`src/rtl/irq_entry_pkg.sv`:
```
package irq_entry_pkg;
   localparam int DW        = 8;
   localparam int AW        = 16;
   localparam int NUM_MASK  = 8;
   localparam int NUM_SRC   = NUM_MASK + 1;
   localparam int NMI_ID    = NUM_MASK;
   localparam int IDW       = 4;

   typedef logic [AW-1:0]  addr_t;
   typedef logic [DW-1:0]  byte_t;
   typedef logic [IDW-1:0] src_id_t;

   typedef enum logic [0:0] {ST_IDLE, ST_RUN} seq_state_t;

   localparam addr_t SINGLE_VEC = 16'hFFFA;

   // vector base per source id; order of maskable ids is priority order
   function automatic addr_t vec_base(input src_id_t id);
      case (id)
         4'd0:    vec_base = 16'h1FF8;
         4'd1:    vec_base = 16'h1FEC;
         4'd2:    vec_base = 16'h1FEA;
         4'd3:    vec_base = 16'h1FF6;
         4'd4:    vec_base = 16'h1FF4;
         4'd5:    vec_base = 16'h1FF2;
         4'd6:    vec_base = 16'h1FF0;
         4'd7:    vec_base = 16'h1FEE;
         4'd8:    vec_base = 16'h1FFC;
         default: vec_base = SINGLE_VEC;
      endcase
   endfunction
endpackage

```
`src/rtl/irq_latch_bank.sv`:
```
module irq_latch_bank
   #(parameter int N = 9)
   (
   input  logic         clk,
   input  logic         rst_n,
   input  logic [N-1:0] lines,
   input  logic [N-1:0] clr,
   output logic [N-1:0] pend
   );

   logic [N-1:0] prev_q;
   logic [N-1:0] rise;

   assign rise = lines & ~prev_q;

   always_ff @(posedge clk) begin
      if (!rst_n) begin
         prev_q <= '0;
         pend   <= '0;
      end else begin
         prev_q <= lines;
         pend   <= (pend & ~clr) | rise;
      end
   end

   // a latched request survives until its own clear
   p_hold_pending_r1: assert property (@(posedge clk) disable iff (!rst_n)
      1'b1 |=> ((pend & $past(pend & ~clr)) == $past(pend & ~clr)));

   // a rising line is never lost
   p_rise_latched_r10: assert property (@(posedge clk) disable iff (!rst_n)
      (rise != '0) |=> ((pend & $past(rise)) == $past(rise)));
endmodule

```
`src/rtl/irq_prio_pick.sv`:
```
module irq_prio_pick
   import irq_entry_pkg::*;
   #(parameter bit FULL_SET = 1'b1)
   (
   input  logic [NUM_SRC-1:0] pend,
   input  logic               mask_set,
   output logic               grant_valid,
   output src_id_t            grant_id,
   output addr_t              grant_vec
   );

   generate
      if (FULL_SET) begin : g_full
         always_comb begin
            grant_valid = 1'b0;
            grant_id    = src_id_t'(0);
            if (pend[NMI_ID]) begin
               grant_valid = 1'b1;
               grant_id    = src_id_t'(NMI_ID);
            end else if (!mask_set) begin
               for (int i = NUM_MASK - 1; i >= 0; i--) begin
                  if (pend[i]) begin
                     grant_valid = 1'b1;
                     grant_id    = src_id_t'(i);
                  end
               end
            end
            grant_vec = vec_base(grant_id);
         end
      end else begin : g_single
         always_comb begin
            grant_valid = pend[0] && !mask_set;
            grant_id    = src_id_t'(0);
            grant_vec   = SINGLE_VEC;
         end
      end
   endgenerate
endmodule

```
`src/rtl/irq_entry_fsm.sv`:
```
module irq_entry_fsm
   import irq_entry_pkg::*;
   #(parameter int ENTRY_CYCLES = 11,
     parameter int MASK_BIT     = 3)
   (
   input  logic    clk,
   input  logic    rst_n,
   input  logic    start,
   input  src_id_t start_id,
   input  addr_t   start_vec,
   input  addr_t   pc_in,
   input  byte_t   x_in,
   input  byte_t   a_in,
   input  byte_t   cc_in,
   input  addr_t   sp_in,
   input  byte_t   vec_rdata,
   output logic    busy,
   output logic    mem_we,
   output addr_t   mem_waddr,
   output byte_t   mem_wdata,
   output logic    vec_re,
   output addr_t   vec_addr,
   output addr_t   new_pc,
   output logic    new_pc_valid,
   output byte_t   new_cc,
   output addr_t   new_sp,
   output logic    ack,
   output src_id_t ack_src
   );

   localparam int SW = $clog2(ENTRY_CYCLES);
   localparam int PUSH_BYTES = 5;
   localparam logic [SW-1:0] LAST_STEP = SW'(ENTRY_CYCLES - 1);
   localparam logic [SW-1:0] PUSH_LAST = SW'(PUSH_BYTES - 1);
   localparam logic [SW-1:0] VHI_STEP  = SW'(PUSH_BYTES);
   localparam logic [SW-1:0] VLO_STEP  = SW'(PUSH_BYTES + 1);
   localparam byte_t MASK_ONE = byte_t'(1) << MASK_BIT;

   seq_state_t    st;
   logic [SW-1:0] step;
   addr_t         cap_pc, cap_sp, cap_vec;
   byte_t         cap_x, cap_a, cap_cc, vhi, vlo;
   src_id_t       cap_id;

   always_ff @(posedge clk) begin
      if (!rst_n) begin
         st      <= ST_IDLE;
         step    <= '0;
         cap_pc  <= '0;
         cap_sp  <= '0;
         cap_vec <= '0;
         cap_x   <= '0;
         cap_a   <= '0;
         cap_cc  <= '0;
         cap_id  <= '0;
         vhi     <= '0;
         vlo     <= '0;
      end else begin
         case (st)
            ST_IDLE: begin
               if (start) begin
                  st      <= ST_RUN;
                  step    <= '0;
                  cap_pc  <= pc_in;
                  cap_sp  <= sp_in;
                  cap_vec <= start_vec;
                  cap_x   <= x_in;
                  cap_a   <= a_in;
                  cap_cc  <= cc_in;
                  cap_id  <= start_id;
               end
            end
            default: begin
               if (step == LAST_STEP) begin
                  st   <= ST_IDLE;
                  step <= '0;
               end else begin
                  step <= step + SW'(1);
               end
               if (step == VHI_STEP + SW'(1)) vhi <= vec_rdata;
               if (step == VLO_STEP + SW'(1)) vlo <= vec_rdata;
            end
         endcase
      end
   end

   always_comb begin
      busy      = (st == ST_RUN);
      mem_we    = busy && (step <= PUSH_LAST);
      mem_waddr = cap_sp - addr_t'(step);
      case (step)
         SW'(0):  mem_wdata = cap_pc[7:0];
         SW'(1):  mem_wdata = cap_pc[15:8];
         SW'(2):  mem_wdata = cap_x;
         SW'(3):  mem_wdata = cap_a;
         default: mem_wdata = cap_cc;
      endcase
      vec_re       = busy && ((step == VHI_STEP) || (step == VLO_STEP));
      vec_addr     = cap_vec + {{(AW-1){1'b0}}, (step == VLO_STEP)};
      new_pc       = {vhi, vlo};
      new_pc_valid = busy && (step == LAST_STEP);
      new_cc       = cap_cc | MASK_ONE;
      new_sp       = cap_sp - addr_t'(PUSH_BYTES);
      ack          = new_pc_valid;
      ack_src      = cap_id;
   end

   generate
      if (ENTRY_CYCLES < PUSH_BYTES + 4) begin : g_bad_len
         $error("irq_entry_fsm: ENTRY_CYCLES too small for the sequence");
      end
      if (MASK_BIT < 0 || MASK_BIT >= DW) begin : g_bad_mask
         $error("irq_entry_fsm: MASK_BIT outside the byte");
      end
   endgenerate

   // independent run-length counter for the busy window
   logic [7:0] run_len;
   always_ff @(posedge clk) begin
      if (!rst_n) run_len <= '0;
      else if (busy) run_len <= run_len + 8'd1;
      else run_len <= '0;
   end

   p_entry_length_r8: assert property (@(posedge clk) disable iff (!rst_n)
      new_pc_valid |-> (run_len == 8'(ENTRY_CYCLES - 1)));

   p_release_after_strobe_r8: assert property (@(posedge clk) disable iff (!rst_n)
      new_pc_valid |=> !busy);

   p_ports_exclusive_r9: assert property (@(posedge clk) disable iff (!rst_n)
      $onehot0({mem_we, vec_re, new_pc_valid}));

   p_push_descends_r5: assert property (@(posedge clk) disable iff (!rst_n)
      (mem_we && $past(mem_we)) |-> (mem_waddr == $past(mem_waddr) - addr_t'(1)));

   p_mask_on_return_r6: assert property (@(posedge clk) disable iff (!rst_n)
      new_pc_valid |-> new_cc[MASK_BIT]);

   p_vec_pair_r9: assert property (@(posedge clk) disable iff (!rst_n)
      (vec_re && $past(vec_re)) |-> (vec_addr == $past(vec_addr) + addr_t'(1)));
endmodule

```
`src/rtl/irq_entry_seq.sv`:
```
module irq_entry_seq
   import irq_entry_pkg::*;
   #(parameter int ENTRY_CYCLES = 11,
     parameter int MASK_BIT     = 3,
     parameter bit FULL_SET     = 1'b1)
   (
   input  logic        clk,
   input  logic        rst_n,
   input  logic        nmi_line,
   input  logic [7:0]  irq_lines,
   input  logic        insn_boundary,
   input  logic [15:0] pc_in,
   input  logic [7:0]  x_in,
   input  logic [7:0]  a_in,
   input  logic [7:0]  cc_in,
   input  logic [15:0] sp_in,
   input  logic [7:0]  vec_rdata,
   output logic        busy,
   output logic        mem_we,
   output logic [15:0] mem_waddr,
   output logic [7:0]  mem_wdata,
   output logic        vec_re,
   output logic [15:0] vec_addr,
   output logic [15:0] new_pc,
   output logic        new_pc_valid,
   output logic [7:0]  new_cc,
   output logic [15:0] new_sp,
   output logic        ack,
   output logic [3:0]  ack_src
   );

   logic [NUM_SRC-1:0] pend;
   logic [NUM_SRC-1:0] clr;
   logic               grant_valid;
   src_id_t            grant_id;
   addr_t              grant_vec;
   logic               start;

   irq_latch_bank #(.N(NUM_SRC)) u_latch (
      .clk   (clk),
      .rst_n (rst_n),
      .lines ({nmi_line, irq_lines}),
      .clr   (clr),
      .pend  (pend)
   );

   irq_prio_pick #(.FULL_SET(FULL_SET)) u_pick (
      .pend        (pend),
      .mask_set    (cc_in[MASK_BIT]),
      .grant_valid (grant_valid),
      .grant_id    (grant_id),
      .grant_vec   (grant_vec)
   );

   assign start = insn_boundary && !busy && grant_valid;
   assign clr   = start ? (NUM_SRC'(1) << grant_id) : '0;

   irq_entry_fsm #(.ENTRY_CYCLES(ENTRY_CYCLES), .MASK_BIT(MASK_BIT)) u_fsm (
      .clk          (clk),
      .rst_n        (rst_n),
      .start        (start),
      .start_id     (grant_id),
      .start_vec    (grant_vec),
      .pc_in        (pc_in),
      .x_in         (x_in),
      .a_in         (a_in),
      .cc_in        (cc_in),
      .sp_in        (sp_in),
      .vec_rdata    (vec_rdata),
      .busy         (busy),
      .mem_we       (mem_we),
      .mem_waddr    (mem_waddr),
      .mem_wdata    (mem_wdata),
      .vec_re       (vec_re),
      .vec_addr     (vec_addr),
      .new_pc       (new_pc),
      .new_pc_valid (new_pc_valid),
      .new_cc       (new_cc),
      .new_sp       (new_sp),
      .ack          (ack),
      .ack_src      (ack_src)
   );

   generate
      if (FULL_SET) begin : g_full_chk
         p_nmi_first_r2: assert property (@(posedge clk) disable iff (!rst_n)
            (start && pend[NMI_ID]) |-> (grant_id == src_id_t'(NMI_ID)));
      end else begin : g_single_chk
         p_single_source_r11: assert property (@(posedge clk) disable iff (!rst_n)
            start |-> (clr == NUM_SRC'(1)));
      end
   endgenerate

   p_mask_respected_r3: assert property (@(posedge clk) disable iff (!rst_n)
      (start && (grant_id != src_id_t'(NMI_ID))) |-> !cc_in[MASK_BIT]);

   p_single_clear_r7: assert property (@(posedge clk) disable iff (!rst_n)
      $onehot0(clr));

   p_start_on_boundary_r8: assert property (@(posedge clk) disable iff (!rst_n)
      $rose(busy) |-> $past(insn_boundary));
endmodule

```
`config.mk`:
```
export PLATFORM = sky130hd
export DESIGN_NAME = irq_entry_seq
export DESIGN_NICKNAME = d
export VERILOG_FILES = /design/src/rtl/irq_entry_pkg.sv /design/src/rtl/irq_latch_bank.sv /design/src/rtl/irq_prio_pick.sv /design/src/rtl/irq_entry_fsm.sv /design/src/rtl/irq_entry_seq.sv
export SDC_FILE = /design/constraint.sdc
export NUM_CORES = 1
export LEC_CHECK = 0
export ABC_CLOCK_PERIOD_IN_PS = 3100
export BUFFER_PORTS_ARGS = -buffer_cell sky130_fd_sc_hd__buf_2
export CORE_AREA = 5 5 107 109
export CTS_CLUSTER_SIZE = 28
export DETAILED_ROUTE_END_ITERATION = 16
export DIE_AREA = 0 0 112 114
export GPL_TIMING_DRIVEN = 0
export HOLD_SLACK_MARGIN = 0.1
export MAX_ROUTING_LAYER = met4
export PLACE_DENSITY = 0.8
export SLEW_MARGIN = 20
export SYNTH_ARGS = -nofsm -noshare
export SYNTH_HDL_FRONTEND = slang
export SYNTH_SLANG_ARGS = --single-unit
```
`constraint.sdc`:
```
create_clock -name clk -period 3.1 [get_ports clk]
set_input_delay 0 -clock clk [delete_from_list [all_inputs] [get_ports clk]]
set_output_delay 0 -clock clk [all_outputs]
set_load 0.03 [all_outputs]
```
# After elaboration in Yosys (flattened, before gate mapping)
# Memories as Yosys holds them, arrays and structs flattened. A register that Yosys moved wholly into a read port is not among the register bits.
# Cells that the tools add are included.
dict set report classes {
  mux 28
  n_bitwise 6
  reduce_logical 13
  n_addsub 4
  n_eq_ne 7
  order_cmp 1
  shifts 1
}
# operator n
set ops {}
lappend ops {{$pmux 8 s4} 1}
lappend ops {{$mux 3} 8}
lappend ops {{$mux 4} 5}
lappend ops {{$and 9x9->9} 2}
lappend ops {{$not 9->9} 2}
lappend ops {{$add 16x1->16} 1}
lappend ops {{$sub 16x3->16 const B} 1}
lappend ops {{$sub 16x4->16} 1}
lappend ops {{$mux 1} 13}
lappend ops {{$eq 4x3->1 const B} 3}
lappend ops {{$mux 9} 1}
lappend ops {{$or 9x9->9} 1}
lappend ops {{$shl 1x4->9 const A} 1}
lappend ops {{$eq 4x2->1 const B} 2}
lappend ops {{$reduce_and 2->1} 3}
lappend ops {{$logic_and 1x1->1} 5}
lappend ops {{$add 4x1->4 const B} 1}
lappend ops {{$eq 4x1->1 const B} 1}
lappend ops {{$eq 4x4->1 const B} 1}
lappend ops {{$le 4x3->1 const B} 1}
lappend ops {{$logic_not 4->1} 1}
lappend ops {{$logic_not 1->1} 2}
lappend ops {{$reduce_bool 2->1} 1}
lappend ops {{$logic_or 1x1->1} 1}
lappend ops {{$not 1->1} 1}
dict set report word_totals {
  input_bits 76
  wordCells 74
  rom_bits 112
  ff_bits 115
  mem_count 1
}
# memory depth width rd rd_ports_with_merged_regs wr line
set memory_table {}
lappend memory_table {{(no name shown)} 16 7 1 1 0 irq_entry_pkg.sv:19} ;# case (id)

# Depth between registers and ports, before layout
dict set report logic_depth {
  ltp_word 15
  mapped_depth 10
}

# Cells and area by module
# Synthesis repeated with hierarchy kept, for this count alone.
dict set report unflattened {
  hier_cells 704
  area_unflattened_um2 6018.3
}
# mod cells_each instances area_per_inst_um2
set modules_own_cells {}
lappend modules_own_cells {irq_entry_fsm 583 1 4934.7}
lappend modules_own_cells {irq_latch_bank 55 1 611.8}
lappend modules_own_cells {irq_prio_pick 46 1 332.8}
lappend modules_own_cells {irq_entry_seq 20 1 138.9}

# Worst setup path after synthesis
# OpenSTA, ideal clock, no wires.
dict set report synth_timing {
  kind {register to output}
  from {register u_fsm.step[1]}
  to {output mem_waddr[13]}
  stages_incl_launch_ff 9
  t_arrival_ns 2.566
  n_path_buf 1
  t_required_ns 3.100
  path_slack_ns 0.534
  path_cell_list {dfxtp_1 -> clkbuf_1 -> inv_1 -> ha_1 -> nor2b_1 -> o31a_1 -> or3_1 -> nor4_2 -> xor2_1}
}
dict set report synth_between {
  elab_chain_len 1
}
# element line
set synth_rtl {}
lappend synth_rtl {{start: declaration} irq_entry_fsm.sv:40} ;# logic [SW-1:0] step;
lappend synth_rtl {{start signal: assignment} irq_entry_fsm.sv:78} ;# step <= step + SW'(1);
lappend synth_rtl {{$sub 16x4->16} irq_entry_fsm.sv:90} ;# mem_waddr = cap_sp - addr_t'(step);
lappend synth_rtl {{end: declaration} irq_entry_seq.sv:20} ;# output logic [15:0] mem_waddr,
# Every way passes these cells.

# Worst setup path after layout
# Ends and elaborated chain as after synthesis.

==> key figures <==
Critical path
  – Worst setup SP type: flip-flop
  – Critical path data arrival time: about 3 ns
  – CP Max Fanout: 10
  – Worst setup EP type: output pin
  – Critical path class: flip-flop to output pin
  – Worst Path Required: a little over 3 ns

Synth
  – Mean Syn Cell Area: 8.54 sq um
  – EDFF count, synth: 0
  – Post-Syn Instances: 620
  – Syn Nets: a little over 700
  – Register area share after synthesis: roughly two fifths
  – Mapped cell area: 0.00530 sq mm
  – Synth cell types: between 50 and 60
  – Synth Register Bits: 105
  – Ys Warns: 0
  – Top FF cell, synth: dfxtp_1
  – Post-synth ARST share: 0%

GRT
  – First-pass GRT wire length: between 20000 and 30000 um
  – Antenna violations before repair: 2
  – Gr usage total: between 20% and 30%
  – Pin count of the biggest net entering global routing: 17
  – Vias in the first global route: between 5000 and 6000
  – Global route overflow: 0

Routing
  – Final wirelength: 16100 um
  – DRC: 0
  – Via/cell ratio: approximately 5.2
  – Iteration-0 DRC Markers: 373
  – Vias: roughly 5200
  – WL per Instance: roughly 16 um
  – TritonRoute pass-1 iters: 5
  – Antenna-violating nets left: 0

Die
  – Row count: 38
  – Core footprint: around 0.011 sq mm
  – Area of the die: around 0.013 sq mm
  – IO Pins: between 150 and 200
  – Initial Util: 50.4%
  – Die Ht: roughly 110 um
  – Chip width: about 110 um

Timing
  – Measured slew at the worst slew-check pin: approximately 0.71 ns
  – Final WS setup: 0.0954 ns
  – Max Clock Skew: approximately 0.009 ns
  – Setup TNS: 0 ns
  – Slew Viols, Final: 0
  – Final hold viol count: 0
  – Fmax: 333 MHz
  – Min Hold Slack: ~0.29 ns
  – Crit share post-route: a little over nine tenths
  – Rel. slew slack: 52.7%
  – Min Clock Period, post-route: roughly 3 ns
  – Unrepaired setup endpoints after global routing: no
  – Endpoints failing setup: 0

Layout
  – Final core occ: 69.1%
  – Layout Nets: 953
  – Commonest non-fill, non-tap cells in the layout: 175 x buf_2, 150 x nand2_1, 104 x dfxtp_1, 74 x dlygate4sd3_1, 60 x a21boi_0
  – Most common cell after layout, fill and taps aside: buf_2
  – Layout cells sized above 1: between 20% and 30%
  – Area delta synth->final: 37.2%

Placed design
  – Port Buffers: between 150 and 200
  – Placer congestion estimate: 0.890
  – Pre-CTS setup slack: around 0.22 ns
  – Placed wire-length estimate: around 11000 um

Flow run
  – Maxcap violations: 0

Power and ir drop
  – Total power: roughly 3.6 mW
  – Maximum VDD drop: around 280 uV
  – Power Density: slightly below 500 mW/mm^2
  – Leakage Power: approximately 3.2 nW

Worst hold path
  – Worst Hold Class: input port to flip-flop

Clocking
  – CTS buffer count: 9
  – CTS tree: yes
  – Clock Sinks: between 100 and 150
  – CTS Buffer Depth: 2
  – H-tree depth: 3
  – Root buffer cell: clkbuf_8
  – Worst skew pair latency: ~0.38 ns
  – Worst-path clk slew: approximately 0.1 ns

Run status
  – Status: finished, final reports clean
## worst max-delay path: stages, from the launching register on
cell and delay, ns:
dfxtp_2 0.48, clkbuf_4 0.28, inv_1 0.08, ha_1 0.26, nor2b_1 0.14, o31a_1 0.27, or3_1 0.43, nor4_2 0.24
xor2_1 0.22, buf_2 0.23
## area by class of cell
type / instances / area, sq um
sequential: 105 / 2100
clock inverter: 5 / 104
buffer: 61 / 343
clock buffer: 10 / 128
tap: 140 / 175
inverter: 21 / 78.8
multi-input combinational: 433 / 2780
fill: 843 / 3240
timing repair buffer: 236 / 1550
antenna: 2 / 5.00
## stage by stage
step	cells	instance area (sq um)
floorplan	620	5300
global placement	922	6280
detailed placement	922	6280
CTS	1011	7260
global route	1013	7270
finish	1013	7270
## cell usage after synthesis, types with 9 or more instances
cell type | number | share of area, %
xnor2_1 | 13 | 2.1
xor2_1 | 14 | 2.3
nor2b_1 | 19 | 2.2
dfxtp_1 | 105 | 40
ha_1 | 9 | 2.1
a21oi_1 | 11 | 1.0
nand2_1 | 150 | 11
a21boi_1 | 10 | 1.4
clkbuf_1 | 26 | 1.8
buf_4 | 19 | 2.7
o21ai_0 | 25 | 2.4
inv_1 | 21 | 1.5
a21boi_0 | 60 | 8.5
buf_2 | 13 | 1.2
mux2i_1 | 9 | 1.7
nor2_1 | 21 | 1.5
## logic make-up after synthesis
family          Yosys count  share of synthesized area [%]
compound gates          133                           17.5
mux                      25                           6.80
flops                   105                           39.7
fa+ha+maj                10                           2.50
xor+xnor                 27                           4.46
simple gates            237                           21.1
other cells               1                         0.0708
buf+inv                  82                           7.89
## what timing repair did
| item | 4_1_cts | 5_1_grt |
|---|---|---|
| setup buffers | 0 | 0 |
| endpoints found under the hold margin | 96 | 0 |
| setup endpoints to repair | 4 | 1 |
| cloned | 0 | 0 |
| pin swaps | 0 | 0 |
| resized for setup | 2 | 2 |
| hold buffers | 74 | 0 |
## flip-flops by register name, indices dropped and copies added (netlist names)
register	flops
u_fsm.cap_vec	6
u_fsm.vlo	8
u_latch.prev_q	9
u_fsm.cap_x	8
u_fsm.vhi	8
u_fsm.ack_src	4
u_fsm.busy	1
u_fsm.cap_sp	16
u_latch.pend	9
u_fsm.cap_pc	16
u_fsm.cap_cc	8
u_fsm.step	4
u_fsm.cap_a	8
## layer usage
layer	vias up	track usage, %	wire (um)
met5	-	-	0
met4	0	15.2	803
met3	68	4.08	883
met2	195	43.0	7850
met1	2431	29.7	6580
li1	2538	-	-
## where the power goes
group	internal [mW]	leakage, nW	switching [mW]
Sequential	1.42	0.860	0.0581
Clock	0.534	0.117	0.465
Combinational	0.414	2.22	0.673
Total	2.37	3.19	1.20
## final timing paths
path / cells after the start / slack [ns] / to / from
max: 9 / 0.1 / mem_waddr[13] / u_fsm.step[1]
min: 3 / 0.29 / u_fsm.cap_sp[4] / rst_n
max reg2reg: 10 / 0.58 / u_fsm.cap_vec[2] / u_latch.pend[3]
min reg2reg: 1 / 0.42 / u_latch.pend[4] / u_latch.prev_q[4]
Power figures use the tool's default switching activity.
